$ cat src/rtl/pci_dac_pkg.sv
package pci_dac_pkg;

    typedef enum logic [1:0] {
        ST_IDLE = 2'd0,
        ST_HIGH = 2'd1,
        ST_BUSY = 2'd2
    } dac_state_e;

    localparam logic [3:0] CBE_DUAL_ADDR = 4'b1101;

endpackage

$ cat src/rtl/pci_frame_edge.sv
module pci_frame_edge (
    input  logic clk,
    input  logic rst_n,
    input  logic frame_n,
    output logic start
);
    logic frame_hi_q;

    // Reset value 0: a FRAME# already low at reset release is not a start.
    always_ff @(posedge clk) begin
        if (!rst_n) frame_hi_q <= 1'b0;
        else        frame_hi_q <= frame_n;
    end

    assign start = frame_hi_q & ~frame_n;
endmodule

$ cat src/rtl/pci_dac_fsm.sv
module pci_dac_fsm
    import pci_dac_pkg::*;
(
    input  logic       clk,
    input  logic       rst_n,
    input  logic       start,
    input  logic       is_dual,
    input  logic       internal,
    input  logic       frame_n,
    input  logic       irdy_n,
    output dac_state_e state
);
    dac_state_e state_d;

    always_ff @(posedge clk) begin
        if (!rst_n) state <= ST_IDLE;
        else        state <= state_d;
    end

    always_comb begin
        state_d = state;
        unique case (state)
            ST_IDLE: begin
                if (start) begin
                    if (is_dual && !internal) state_d = ST_HIGH;
                    else                      state_d = ST_BUSY;
                end
            end
            ST_HIGH: state_d = ST_BUSY;
            ST_BUSY: begin
                if (frame_n && irdy_n) state_d = ST_IDLE;
            end
            default: state_d = ST_IDLE;
        endcase
    end
endmodule

$ cat src/rtl/pci_dac_capture.sv
module pci_dac_capture
    import pci_dac_pkg::*;
#(
    parameter int unsigned AD_W   = 32,
    parameter int unsigned ADDR_W = 44,
    parameter int unsigned CMD_W  = 4
) (
    input  logic              clk,
    input  logic              rst_n,
    input  dac_state_e        state,
    input  logic              start,
    input  logic              is_dual,
    input  logic              internal,
    input  logic [AD_W-1:0]   ad,
    input  logic [CMD_W-1:0]  cbe_n,
    output logic              addr_valid,
    output logic [ADDR_W-1:0] addr_out,
    output logic [CMD_W-1:0]  cmd_out,
    output logic              dual_out,
    output logic              dac_err
);
    localparam int unsigned HI_W = ADDR_W - AD_W;

    logic [AD_W-1:0] low_word_q;

    always_ff @(posedge clk) begin
        if (!rst_n) begin
            addr_valid <= 1'b0;
            dual_out   <= 1'b0;
            dac_err    <= 1'b0;
            addr_out   <= '0;
            cmd_out    <= '0;
            low_word_q <= '0;
        end else begin
            addr_valid <= 1'b0;
            dual_out   <= 1'b0;
            dac_err    <= 1'b0;
            unique case (state)
                ST_IDLE: begin
                    if (start) begin
                        if (is_dual) begin
                            if (internal) dac_err    <= 1'b1;
                            else          low_word_q <= ad;
                        end else begin
                            addr_valid <= 1'b1;
                            addr_out   <= {{HI_W{1'b0}}, ad};
                            cmd_out    <= cbe_n;
                        end
                    end
                end
                ST_HIGH: begin
                    addr_valid <= 1'b1;
                    dual_out   <= 1'b1;
                    addr_out   <= {ad[HI_W-1:0], low_word_q};
                    cmd_out    <= cbe_n;
                end
                ST_BUSY: ;
                default: ;
            endcase
        end
    end
endmodule

$ cat src/rtl/pci_dac_decoder.sv
module pci_dac_decoder
    import pci_dac_pkg::*;
#(
    parameter int unsigned AD_W   = 32,
    parameter int unsigned ADDR_W = 44,
    parameter int unsigned CMD_W  = 4
) (
    input  logic              clk,
    input  logic              rst_n,
    input  logic              frame_n,
    input  logic              irdy_n,
    input  logic [CMD_W-1:0]  cbe_n,
    input  logic [AD_W-1:0]   ad,
    input  logic              init_internal,
    output logic              addr_valid,
    output logic [ADDR_W-1:0] addr_out,
    output logic [CMD_W-1:0]  cmd_out,
    output logic              dual_out,
    output logic              dac_err
);
    logic       start;
    logic       is_dual;
    dac_state_e state;

    assign is_dual = (cbe_n == CBE_DUAL_ADDR);

    pci_frame_edge u_edge (
        .clk     (clk),
        .rst_n   (rst_n),
        .frame_n (frame_n),
        .start   (start)
    );

    pci_dac_fsm u_fsm (
        .clk      (clk),
        .rst_n    (rst_n),
        .start    (start),
        .is_dual  (is_dual),
        .internal (init_internal),
        .frame_n  (frame_n),
        .irdy_n   (irdy_n),
        .state    (state)
    );

    pci_dac_capture #(
        .AD_W   (AD_W),
        .ADDR_W (ADDR_W),
        .CMD_W  (CMD_W)
    ) u_cap (
        .clk        (clk),
        .rst_n      (rst_n),
        .state      (state),
        .start      (start),
        .is_dual    (is_dual),
        .internal   (init_internal),
        .ad         (ad),
        .cbe_n      (cbe_n),
        .addr_valid (addr_valid),
        .addr_out   (addr_out),
        .cmd_out    (cmd_out),
        .dual_out   (dual_out),
        .dac_err    (dac_err)
    );
endmodule

$ cat config.mk
export PLATFORM = sky130hd
export DESIGN_NAME = pci_dac_decoder
export DESIGN_NICKNAME = d
export VERILOG_FILES = /design/src/rtl/pci_dac_pkg.sv /design/src/rtl/pci_frame_edge.sv /design/src/rtl/pci_dac_fsm.sv /design/src/rtl/pci_dac_capture.sv /design/src/rtl/pci_dac_decoder.sv
export SDC_FILE = /design/constraint.sdc
export NUM_CORES = 1
export LEC_CHECK = 0
export CAP_MARGIN = 0
export CORE_UTILIZATION = 40
export CTS_BUF_LIST = sky130_fd_sc_hd__clkbuf_16
export CTS_CLUSTER_SIZE = 8
export DETAILED_ROUTE_END_ITERATION = 6
export DONT_BUFFER_PORTS = 1
export GPL_TIMING_DRIVEN = 0
export PLACE_DENSITY = 0.66
export SLEW_MARGIN = 20
export SYNTH_ARGS = -nofsm -noshare
export SYNTH_HDL_FRONTEND = slang
export SYNTH_SLANG_ARGS = --single-unit
$ cat constraint.sdc
create_clock -name clk -period 1.7 [get_ports clk]
set_input_delay 0.51 -clock clk [delete_from_list [all_inputs] [get_ports clk]]
set_output_delay 0.51 -clock clk [all_outputs]
set_load 0.005 [all_outputs]
-- Yosys cells after proc, flatten, opt, wreduce, memory -nomap -nowiden
Cells that the tools add are included.
- output and inout bits: 51
- register bits after elaboration: 86
- input bits: 41
- equal/unequal tests: 6
- bitwise operators: 3
- muxes and demuxes: 15
- reductions and logical operators: 9
- operators with widths (kind ; number):
    $mux W44 ; 2
    $pmux W44 S2 ; 1
    $mux W4 ; 2
    $pmux W4 S2 ; 1
    $reduce_and A4 Y1 ; 2
    $mux W2 ; 3
    $pmux W2 S3 ; 1
    $eq A4 B4 Y1 const B ; 1
    $mux W1 ; 4
    $ne A2 B2 Y1 const B ; 2
    $reduce_and A3 Y1 ; 1
    $eq A2 B1 Y1 const B ; 1
    $eq A2 B2 Y1 const B ; 1
    $logic_and A1 B1 Y1 ; 2
    $logic_not A2 Y1 ; 1
    $ne A2 B1 Y1 const B ; 1
    $not A1 Y1 ; 2
    $pmux W1 S2 ; 1
    $reduce_and A2 Y1 ; 1
    $reduce_bool A2 Y1 ; 1
    $and A1 B1 Y1 ; 1
    $logic_not A1 Y1 ; 1

-- Depth between registers and ports, before layout
- depth in word-level cells: 5
- depth in mapped cells: 6

-- Cells and area by module
A second synthesis with hierarchy kept.
- cells, all modules: 404
- area total of the unflattened synthesis: 3504.6 µm²
- modules (own cells, without submodules) (module ; seq. area each (µm²) ; cells an instance ; instances ; area each (µm²)):
    pci_dac_capture ; 1661.6 ; 391 ; 1 ; 3367.0
    pci_dac_fsm ; 40.0 ; 9 ; 1 ; 91.3
    pci_frame_edge ; 20.0 ; 3 ; 1 ; 36.3
    pci_dac_decoder ; 0.0 ; 1 ; 1 ; 10.0

-- Least setup slack after synthesis
No wires, ideal clock.
- kind: input to register
- start point: input port cbe_n[1]
- end point: register u_cap.low_word_q[0]
- path buffers: 1
- data arrival time: 1716 ps
- library setup time: 72 ps
- cell stages on the path: 4
- slack: -88 ps
- cell sequence: nand4b_1 > nor4_4 > buf_6 > mux2i_1
- word-level cells in the longest chain between the ends: 2
- RTL lines (item ; line ; RTL):
    start, declared ; pci_dac_decoder.sv:12 ; input logic [CMD_W-1:0] cbe_n,
    $eq A4 B4 Y1 ; pci_dac_decoder.sv:25 ; assign is_dual = (cbe_n == CBE_DUAL_ADDR);
    $reduce_and A4 Y1 (no source line) ; -- ;
    end signal, assigned ; pci_dac_capture.sv:33 ; low_word_q <= '0;
    end signal, assigned ; pci_dac_capture.sv:43 ; else low_word_q <= ad;
    end, declared ; pci_dac_capture.sv:24 ; logic [AD_W-1:0] low_word_q;
No other way between the ends.
A chain may end at the register's enable or synchronous reset.

-- Worst setup path after layout
- start point: register u_fsm.state[1]
- end point: register u_cap.low_word_q[14]
- word-level cells in the longest chain between the ends: 2
- RTL lines (item ; line ; RTL):
    start, declared ; pci_dac_fsm.sv:11 ; output dac_state_e state
    start signal, assigned ; pci_dac_fsm.sv:17 ; else state <= state_d;
    $logic_not A2 Y1 ; pci_dac_capture.sv:38 ; unique case (state)
    $reduce_and A4 Y1 (no source line) ; -- ;
No other way between the ends.

==> results.txt <==
Minimum clock period: 1.65 ns
Final Hold Viols: 0
CP max stage cell: dfxtp_4
Share of cells above drive strength 1: 11.5%
CTS Buffer Depth: 2
Critical path endpoint category: flop
DRT iter0 DRCs: 121
H-tree levels: 3
PnR Total Power: 0.00418 W
WP data required: 1.96 ns
Port bufs: 0
Largest net degree at the start of global routing: 16
Die area: 9500 sq um
Starting Density: 41.6%
Post-synthesis sequential area ratio: 47.2%
Synth Register Bits: 86
Antenna-violating nets left: 0
Final setup vio count: 0
Max Freq: 0.605 GHz
Reg clk slew, reported paths: 0.06 ns
CP max stage delay: 0.36 ns
Inst Count DP: 530
Ant diodes: 0
Clock sink count: 86
WP data arrival: 1.91 ns
Leakage: 1.47 nW
Non-filler instance count after layout: 552
DRC: 0
Row cnt: 34
Via count: 3170
WL per Instance: 18.9 um
Peak VDD IR: 0.532 mV
Worst-Margin Slew: 0.588 ns
Fin Setup TNS: 0 ns
Die Ht: 97.5 um
Post-route clock period utilization: 97.3%
Most used cell, CP: buf_6
CTS tree: done
Global-route wire length before repair: 16200 um
Critical path, cell by cell: or3b_1 -> buf_6 -> nor4_4 -> buf_6 -> buf_12 -> mux2i_2
Net Count, Synth: 463
Num CTS Buffers: 9
Clk root buf: clkbuf_16
Later-pin clock latency in the skew report: 0.34 ns
Final Worst Setup Slack: 0.0464 ns
Worst min-delay path class: primary input to flop
Placer Congestion: 0.771
Antenna violations before repair: 0
Max-Cap Viols: 0
Slew Limit Headroom: 60.8%
Post-DP HPWL: 7250 um
Setup Skew: 0.00642 ns
Yosys cell types: 27
Area grow syn2layout: 16.6%
RSZ-0062 raised after global routing: true
Core Box Area: 8760 sq um
IO Count: 92
Syn Inst Count: 422
All-Layer GR Usage: 21.8%
Synth warn: 0
Pwr/cell area: 983 nW/um^2
GRT overflow: 0
Vias in the first global route: 3096
Die width: 97.5 um
R2R Setup Slk: 0.05 ns
Critical Path Source Type: flop
Fin nets: 480
Drt total wl: 10400 um
Mapped Avg Cell Area: 8.64 sq um
Crit path max fanout: 7
Setup CP Type: flop to flop
1st-pass router iterations: 4
Via/cell ratio: 5.74
Outcome: complete, no violations
Max-slew violations: 0
Mapped cell area: 3650 sq um
Worst slack, placed: -0.525 ns
-- placed cells by master (no fill, tap or decap), types with 4 or more instances in the layout --
cell and count:
dfxtp_1 85, a211oi_1 33, clkbuf_16 12, buf_2 4, clkbuf_2 11, mux2i_1 34, clkbuf_1 17, a311oi_1 32
nand2_1 148, o211ai_1 13, a21oi_1 12, buf_4 5
-- path summary, 6_finish.rpt --
path                                          start                                end  cells past startpoint
setup / recovery        u_fsm.state[1]$_SDFFE_PN0P_  u_cap.low_word_q[14]$_SDFFE_PN0P_                      6
hold / removal                        init_internal        u_fsm.state[0]$_SDFFE_PN0P_                      1
setup reg to reg        u_fsm.state[1]$_SDFFE_PN0P_  u_cap.low_word_q[14]$_SDFFE_PN0P_                      6
hold reg to reg   u_cap.low_word_q[27]$_SDFFE_PN0P_  u_cap.low_word_q[27]$_SDFFE_PN0P_                      2
-- repair_timing --
action / CTS / global route
resized for setup: 25 / 14
endpoints found under the setup margin: 70 / 72
buffers inserted: 2 / 2
pin swaps: 1 / 2
cloned: 0 / 3
hold buffers: 0 / 0
-- power by group --
group	total, W	internal (W)	switching [W]
sequential	0.00211	0.00206	0.0000418
combinational	0.000246	0.0000942	0.000151
clock	0.00183	0.000992	0.000834
total	0.00418	0.00315	0.00103
-- stage by stage --
step / hold slack, ns / instance area (sq um) / util (%)
after floorplan: 0.435 / 3650 / -
after global placement: 0.443 / 3780 / 43.2
after detailed placement: 0.451 / 3780 / 43.2
after CTS: 0.243 / 4150 / 47.3
after global routing: 0.235 / 4250 / 48.5
final: 0.250 / 4250 / 48.5
-- flip-flops by register name, indices dropped and copies added (netlist names) --
| register | count |
|---|---|
| u_edge.frame_hi_q | 1 |
| u_cap.cmd_out | 4 |
| u_cap.addr_out | 44 |
| u_cap.addr_valid | 1 |
| u_cap.low_word_q | 32 |
| u_cap.dual_out | 1 |
| u_fsm.state | 2 |
| u_cap.dac_err | 1 |
-- metal layers --
layer,up-vias,track usage (%),wire length [um]
met5,-,0,0
met2,117,34.3,4810
met1,1503,26.1,4370
li1,1531,-,-
met3,19,10.4,1030
met4,0,7.01,232
-- cell families after synthesis --
group | after synthesis | share of synthesized area, %
AO/OA/AOI/OAI | 95 | 19.7
multiplexers | 35 | 9.61
flip-flops | 86 | 47.2
buffers and inverters | 45 | 5.45
AND/OR/NAND/NOR | 161 | 18.1
-- worst max-delay path, delay by kind of cell (launching register included) --
kind	cells	cell delay (ns)
simple gates	2	0.51
buf+inv	3	0.51
flops	1	0.36
mux	1	0.20
-- Yosys cell counts --
cell | n | area share, %
nand2_1 | 148 | 15
dfxtp_1 | 86 | 47
mux2i_1 | 35 | 9.6
a211oi_1 | 33 | 6.8
a311oi_1 | 32 | 7.7
clkbuf_1 | 29 | 3.0
a21oi_1 | 13 | 1.8
o211ai_1 | 13 | 2.7
buf_2 | 6 | 0.82
buf_1 | 5 | 0.51
buf_6 | 3 | 0.93
nor2_1 | 3 | 0.31
inv_1 | 2 | 0.21
and2_1 | 1 | 0.17
and4b_1 | 1 | 0.27
nand2b_1 | 1 | 0.17
nand4b_1 | 1 | 0.24
nor2b_1 | 1 | 0.17
nor3b_2 | 1 | 0.34
nor4_1 | 1 | 0.17
nor4_4 | 1 | 0.58
o21a_1 | 1 | 0.21
o21ai_0 | 1 | 0.14
o21ai_1 | 1 | 0.14
o31a_1 | 1 | 0.24
or3_1 | 1 | 0.17
or3b_1 | 1 | 0.24
-- cell type report --
type,count,area (sq um)
buffer,42,248
clock buffer,9,225
timing repair buffer,7,109
fill,870,4510
inverter,2,7.51
tap,108,135
clock inverter,7,50.0
sequential,86,1730
multi-input combinational,291,1750
Note: power is estimated with default switching activity, not from simulation.
